$ cat config.mk
export PLATFORM = sky130hd
export DESIGN_NAME = xrom_owner
export DESIGN_NICKNAME = d
export VERILOG_FILES = /design/src/rtl/xrom_pkg.sv /design/src/rtl/xrom_rst_sync.sv /design/src/rtl/xrom_decode.sv /design/src/rtl/xrom_own_reg.sv /design/src/rtl/xrom_owner.sv
export SDC_FILE = /design/constraint.sdc
export NUM_CORES = 1
export LEC_CHECK = 0
export ABC_CLOCK_PERIOD_IN_PS = 1200
export BUFFER_PORTS_ARGS = -buffer_cell sky130_fd_sc_hd__buf_2
export CAP_MARGIN = 10
export CORE_AREA = 10 10 47 49
export DETAILED_ROUTE_END_ITERATION = 10
export DIE_AREA = 0 0 57 59
export PLACE_DENSITY = 0.44
export SLEW_MARGIN = 20
export SYNTH_ARGS = -nofsm -noshare
export SYNTH_HDL_FRONTEND = slang
export SYNTH_SLANG_ARGS = --single-unit
$ cat constraint.sdc
create_clock -name clk_i -period 1.2 [get_ports clk_i]
set_input_delay 0.24 -clock clk_i [delete_from_list [all_inputs] [get_ports clk_i]]
set_output_delay 0.24 -clock clk_i [all_outputs]
set_load 0.01 [all_outputs]
$ cat src/rtl/xrom_pkg.sv
package xrom_pkg;
  localparam int ADDR_W   = 16;
  localparam int PAGE_W   = 8;
  localparam logic [ADDR_W-1:0] RELEASE_ADDR = 16'hCFFF;
  localparam logic [4:0]        WINDOW_TAG   = 5'b11001;   // $C800-$CFFF

  typedef struct packed {
    logic own_page;
    logic release_hit;
    logic in_window;
  } xrom_hits_t;

  function automatic logic [PAGE_W-1:0] slot_page(input int slot);
    return 8'hC0 | PAGE_W'(slot);
  endfunction
endpackage

$ cat src/rtl/xrom_rst_sync.sv
module xrom_rst_sync #(
  parameter int STAGES = 2
) (
  input  logic clk_i,
  input  logic rst_ni,
  output logic rst_sync_no
);
  logic [STAGES-1:0] sync_q;

  always_ff @(posedge clk_i or negedge rst_ni) begin
    if (!rst_ni) sync_q <= '0;
    else         sync_q <= {sync_q[STAGES-2:0], 1'b1};
  end

  assign rst_sync_no = sync_q[STAGES-1];
endmodule

$ cat src/rtl/xrom_decode.sv
module xrom_decode
  import xrom_pkg::*;
#(
  parameter int SLOT_ID = 2
) (
  input  logic [ADDR_W-1:0] addr_i,
  output xrom_hits_t        hits_o
);
  localparam logic [PAGE_W-1:0] OwnPage = slot_page(SLOT_ID);

  always_comb begin
    hits_o.own_page    = (addr_i[ADDR_W-1 -: PAGE_W] == OwnPage);
    hits_o.release_hit = (addr_i == RELEASE_ADDR);
    hits_o.in_window   = (addr_i[ADDR_W-1 -: 5] == WINDOW_TAG);
  end
endmodule

$ cat src/rtl/xrom_own_reg.sv
module xrom_own_reg (
  input  logic clk_i,
  input  logic rst_ni,
  input  logic phase_i,
  input  logic set_i,
  input  logic clr_i,
  output logic own_o
);
  logic own_q, own_d, own_en;

  // next state: release wins over claim
  always_comb begin
    own_en = phase_i & (set_i | clr_i);
    own_d  = ~clr_i;
  end

  always_ff @(posedge clk_i or negedge rst_ni) begin
    if (!rst_ni)     own_q <= 1'b0;
    else if (own_en) own_q <= own_d;
  end

  assign own_o = own_q;
endmodule

$ cat src/rtl/xrom_owner.sv
module xrom_owner
  import xrom_pkg::*;
#(
  parameter int SLOT_ID = 2,
  parameter int SLOT_W  = 3,
  parameter int SYNC_STAGES = 2
) (
  input  logic              clk_i,
  input  logic              rst_ni,
  input  logic              phi0_i,
  input  logic              rd_i,
  input  logic [ADDR_W-1:0] addr_i,
  input  logic              int_rom_i,
  input  logic [SLOT_W-1:0] last_slot_i,
  output logic              own_o,
  output logic              rom_en_o
);
  localparam logic [SLOT_W-1:0] MySlot = SLOT_W'(SLOT_ID);

  logic       rst_n_sync;
  xrom_hits_t hits;
  logic       slot_match;

  xrom_rst_sync #(.STAGES(SYNC_STAGES)) u_rst (
    .clk_i      (clk_i),
    .rst_ni     (rst_ni),
    .rst_sync_no(rst_n_sync)
  );

  xrom_decode #(.SLOT_ID(SLOT_ID)) u_dec (
    .addr_i(addr_i),
    .hits_o(hits)
  );

  xrom_own_reg u_own (
    .clk_i  (clk_i),
    .rst_ni (rst_n_sync),
    .phase_i(phi0_i),
    .set_i  (hits.own_page),
    .clr_i  (hits.release_hit),
    .own_o  (own_o)
  );

  always_comb begin
    slot_match = (last_slot_i == MySlot);
    rom_en_o   = own_o & ~int_rom_i & slot_match & hits.in_window & phi0_i & rd_i;
  end
endmodule

==> results.yml, run 1 <==
run_status:
  status: "complete, but fails checks"
  failed_checks: "negative hold slack, negative setup slack"
min_path:
  hp-class: "flop to async pin"
route:
  vias: 266
  drt-wirelength-per-cell_um: 12.7
  initialDrtViolationCount: 10
  wl_um: 853
  drc_errors: 0
  viasPerCell: 3.97
  first_pass_iters: 4
  ant_nets: 0
setup_path:
  critPathArrivalTime_ps: 1090
  critPathKind: "flop to primary output"
  path_max_fanout: 2
  critPathLaunchType: "flop"
  crit_chain: "inv_1, nor3_1, and4_2, buf_6"
  cp_num_buf_inv: 2
  cp_top_family: "simple AND/OR/NAND/NOR gates"
  slowest_delay_ps: 330
  slowest_stage: "dfrtp_1"
  worstPathRequired_ps: 960
  worstSetupEndpointType: "primary output"
sta:
  rsz0062_at_grt: "yes"
  fin_hold_ws_ps: -0.506
  setup_ws_ps: -128
  setup_violations: 1
  skew_ps: 0.718
  hold_violations: 1
  fin_crit_ps: 1330
  maxSlewViolCount: 0
  fmax_mhz: 753
  min_period_over_period: 1.11
power_and_ir_drop:
  power_mw: 0.331
  pwr_density_cell_mw_per_mm2: 844
  peakVddDrop_uv: 497
  p_leak_nw: 0.213
die:
  row_count: 14
  start_util: 0.122
  fp.dieH_um: 59
  fp.dieW_um: 57
  core_sq_mm: 0.00140
  ios: 26
  fp.dieArea_sq_mm: 0.00336
cells_and_area:
  syn_to_final_growth_pct: 128
  drive_above_1_share: 0.627
  final_util: 0.279
  diodes: 0
  nNetsFinal: 76
  layout.cells.non_filler: 67
  fin_area_sq_um: 392
synth:
  synthesis.area_sq_um: 171
  synth_nets: 42
  yosysSeqAreaShare: 0.438
  synthCells: 18
  syn_avg_cell_area_sq_um: 9.52
  ys.warnings.count: 0
  synth.ff_latch_count: 3
  ys_types: 10
cts:
  numCtsBuffers: 3
  cts_sinks: 3
  cts.path.max_buffers: 2
  cts_root_buffer: "clkbuf_4"
  clk_latency_ps: 230
  ctsHtreeMaxLevel: 1
  clk_transition_reported_paths_ps: 40
  cts_tree: "built"
placed_design:
  dp_cells: 60
  port_buffers: 25
  gp_congestion: 0.674
  hpwl_um: 806
  placed_area_sq_um: 324
global_route:
  grt_use_total: 0.0584
  grt_start_max_net_pins: 4
  grt_antenna_before_repair: 0
  grt_first_pass_wirelength_um: 1440
  gr-total-overflow: 0
  grt_pass1_vias: 327
job:
  cap_violations: 0
synthesized netlist by cell type:
| cell type | count | area, sq um |
|---|---|---|
| a31o_1 | 1 | 8.76 |
| and4_2 | 1 | 10.0 |
| and4b_1 | 2 | 20.0 |
| conb_1 | 1 | 3.75 |
| dfrtp_1 | 3 | 75.1 |
| inv_1 | 2 | 7.51 |
| nand3_1 | 2 | 10.0 |
| nand4_1 | 3 | 18.8 |
| nor3_1 | 2 | 10.0 |
| o31ai_1 | 1 | 7.51 |
cells in the final DEF, fill, tap and decap left out:
cell type      synthesis  final
dlygate4sd3_1          0      1
conb_1                 1      1
nand4_1                3      3
buf_4                  0      2
clkbuf_4               0      3
and4b_1                2      2
nor3_1                 2      2
inv_1                  2      2
and4_2                 1      1
buf_6                  0      3
dfrtp_1                3      3
o31ai_1                1      1
clkbuf_1               0      1
a31o_1                 1      1
nand3_1                2      2
buf_2                  0     23
flip-flops by register name, indices dropped and copies added (netlist names):
register      cells
u_rst.sync_q      2
u_own.own_o       1
repair_timing:
item / in CTS / in global routing
setup buffers: 2 / 0
gates cloned: 0 / 0
gates resized for setup: 3 / 0
endpoints found under the setup margin: 1 / 2
hold buffers: 1 / 0
pin swaps: 2 / 1
hold endpoints to repair: 2 / 0
layout make-up:
type	count	area, sq um
inverters	2	7.51
well taps	16	20.0
flip-flops and latches	3	75.1
multi-input cells	13	88.8
repair buffers	29	174
fillers	164	1010
clock buffers	4	26.3
layer usage:
layer / share of wire / wire [um] / vias to the layer above / track usage
li1: - / - / 139 / -
met5: 0 / 0 / - / 0
met4: 0 / 0 / 0 / 0.0302
met2: 0.23 / 196 / 25 / 0.0434
met1: 0.55 / 465 / 102 / 0.0750
met3: 0.22 / 191 / 0 / 0.0751
stage by stage:
| step | TNS [ps] | worst slack, ps | hold slack, ps |
|---|---|---|---|
| 2_1_floorplan | 0 | 116 | -55.6 |
| 3_3_place_gp | 0 | 21.4 | -2.11 |
| 3_5_place_dp | 0 | 11.7 | 0.279 |
| 4_1_cts | -134 | -134 | 5.02 |
| 5_1_grt | -233 | -197 | 5.61 |
| 6_report | -128 | -128 | -0.506 |
worst reg2reg max path, delay by kind of cell (launching register included):
family / cells / cell delay, ps
flops: 1 / 360
compound gates: 1 / 50
buf+inv: 2 / 240
simple gates: 1 / 90
final timing paths:
path | startpoint | endpoint | slack (ps) | depth (start not counted)
max reg2reg | u_own.own_o$_DFFE_PN0P_ | u_own.own_o$_DFFE_PN0P_ | 320 | 4
min reg2reg | u_rst.sync_q[1]$_DFF_PN0_ | u_own.own_o$_DFFE_PN0P_ | -0.5 | 0
max in group asynchronous | rst_ni | u_rst.sync_q[1]$_DFF_PN0_ | 780 | 2
min | u_rst.sync_q[1]$_DFF_PN0_ | u_own.own_o$_DFFE_PN0P_ | -0.5 | 0
min in group clk_i | addr_i[9] | u_own.own_o$_DFFE_PN0P_ | 290 | 3
max | u_own.own_o$_DFFE_PN0P_ | rom_en_o | -130 | 4
power breakdown:
| part | switching, mW | total (mW) | internal, mW |
|---|---|---|---|
| clock | 0.0493 | 0.174 | 0.124 |
| sequential | 0.000902 | 0.106 | 0.105 |
| combinational | 0.0182 | 0.0508 | 0.0326 |
| total | 0.0684 | 0.331 | 0.262 |
cell families (layout without fill, tap and decap cells):
kind of cell | count (synthesis) | after routing | share of synthesized area
simple gates | 10 | 10 | 0.401
flops | 3 | 3 | 0.438
compound gates | 2 | 2 | 0.0949
buf+inv | 2 | 35 | 0.0438
other cells | 1 | 1 | 0.0219
Power figures use the tool's default switching activity.
==> run 2: changes to the inputs <==
Settings changed: BUFFER_PORTS_ARGS -buffer_cell sky130_fd_sc_hd__buf_2 to unset, DONT_BUFFER_PORTS set to 1, PLACE_DENSITY 0.44 to 0.3.
==> run 2 against run 1 <==
The flow finishes with violations (negative hold slack). Combinational power decreased by 74%. Sequential share of layout area increased by 12 points. Flip-flop and latch count unchanged. Non-clock buffer count decreased by 27. Via count decreased by 32%. Global-route usage decreased by 1.7 points. Hold slack got worse by 1.3 ps. Die area unchanged. Critical path type unchanged.
==> results.yml, run 2 (same netlist as run 1, synthesis figures left out) <==
cts:
  cts.path.max_buffers: 2
  numCtsBuffers: 3
  clk_latency_ps: 230
  cts_root_buffer: "clkbuf_4"
  cts_sinks: 3
  clk_transition_reported_paths_ps: 40
  cts_tree: "built"
  ctsHtreeMaxLevel: 1
die:
  start_util: 0.122
  core_sq_mm: 0.00140
  row_count: 14
  fp.dieArea_sq_mm: 0.00336
  fp.dieH_um: 59
  ios: 26
  fp.dieW_um: 57
placed_design:
  port_buffers: 0
  hpwl_um: 637
  placed_area_sq_um: 199
  gp_congestion: 0.662
sta:
  setup_violations: 0
  maxSlewViolCount: 0
  fin_setup_tns_ps: 0
  min_period_over_period: 0.998
  fin_crit_ps: 1200
  fmax_mhz: 835
  fin_hold_ws_ps: -1.86
  hold_violations: 1
  skew_ps: 1.51
  rsz0062_at_grt: "yes"
global_route:
  grt_use_total: 0.0411
  grt_first_pass_wirelength_um: 1050
  gr-total-overflow: 0
  grt_start_max_net_pins: 4
  grt_pass1_vias: 222
  grt_antenna_before_repair: 0
power_and_ir_drop:
  seqPwrFrac: 0.366
  p_leak_nw: 0.0975
  pwr-share-clk: 0.589
  peakVddDrop_uv: 477
  power_frac_comb: 0.045
  power_mw: 0.290
  p_int_mw: 0.237
  p_switching_mw: 0.0532
  switching_share: 0.183
  pwr_density_cell_mw_per_mm2: 1200
run_status:
  status: "complete, but fails checks"
  failed_checks: "negative hold slack"
route:
  drt-wirelength-per-cell_um: 17.2
  drc_errors: 0
  wl_um: 688
  initialDrtViolationCount: 7
  first_pass_iters: 4
  ant_nets: 0
  vias: 180
  viasPerCell: 4.50
setup_path:
  crit_path_start: "u_own.own_o$_DFFE_PN0P_"
  worstSetupEndpointType: "primary output"
  rr_worst_depth: 3
  critPathKind: "flop to primary output"
  path_max_fanout: 2
  critPathArrivalTime_ps: 960
  critPathLaunchType: "flop"
  reg2reg_from: "u_own.own_o$_DFFE_PN0P_"
  worstPathRequired_ps: 960
cells_and_area:
  final_util: 0.172
  top_register: "u_rst.sync_q"
  nNetsFinal: 49
  syn_to_final_growth_pct: 40.9
  diodes: 0
  final_cell_mix: "3 x nand4_1, 3 x clkbuf_4, 3 x dfrtp_1, 2 x and4b_1, 2 x nand3_1"
  largest_reg_flops: 2
  drive_above_1_share: 0.292
  fin_area_sq_um: 241
job:
  cap_violations: 0
min_path:
  hp-class: "flop to async pin"
-- run 2: changes by cell type in the layout (fill, tap and decap cells not counted) --
cell,previous run,this run
and4_2,1,0
and4_4,0,1
buf_2,23,0
buf_4,2,1
buf_6,3,0
inv_1,2,1
inv_2,0,1
nor3_1,2,1
nor3_2,0,1
-- run 2: critical path: stages, from the launching register on --
cell	delay, ps
dfrtp_1	350
inv_2	50
nor3_2	100
and4_4	240
-- run 2: worst paths after layout --
kind	endpoint	slack (ps)
worst max-delay path	rom_en_o	3
worst min-delay path	u_own.own_o$_DFFE_PN0P_	-2
worst max register to register	u_own.own_o$_DFFE_PN0P_	370
worst min register to register	u_own.own_o$_DFFE_PN0P_	-2
max in group asynchronous	u_rst.sync_q[1]$_DFF_PN0_	830
min in group clk_i	u_own.own_o$_DFFE_PN0P_	180
-- run 2: power by group through the flow --
stage / combinational [mW] / clock, mW / sequential [mW]
2_1_floorplan: 0.00753 / 0 / 0.107
3_3_place_gp: 0.00840 / 0 / 0.107
3_5_place_dp: 0.00864 / 0 / 0.107
4_1_cts: 0.0133 / 0.180 / 0.106
5_1_grt: 0.0154 / 0.190 / 0.106
6_report: 0.0131 / 0.171 / 0.106
-- run 2: layout make-up --
cell class / count / area [sq um]
Clock buffer: 4 / 26.3
Fill cell: 168 / 1160
Inverter: 2 / 7.51
Multi-Input combinational cell: 13 / 95.1
Sequential cell: 3 / 75.1
Tap cell: 16 / 20.0
Timing Repair Buffer: 2 / 17.5
-- run 2: repair_timing --
action                                  4_1_cts  5_1_grt
pin swaps                                     2        0
endpoints found under the setup margin        1        1
resized for setup                             3        0
hold buffers                                  1        0
setup buffers                                 0        0
hold endpoints to repair                      2        0
-- run 2: per-stage QoR --
stage	setup slack [ps]	cells
floorplan	116	18
CTS	-11.5	40
detailed placement	157	35
global route	-30.4	40
finish	2.51	40
global placement	168	35
-- run 2: metal layers --
layer  GRT usage  share of wire  vias up
met5           0              0        -
met1      0.0381           0.31       85
li1            -              -       83
met2      0.0636           0.54       12
met4      0.0201              0        0
met3      0.0343           0.14        0
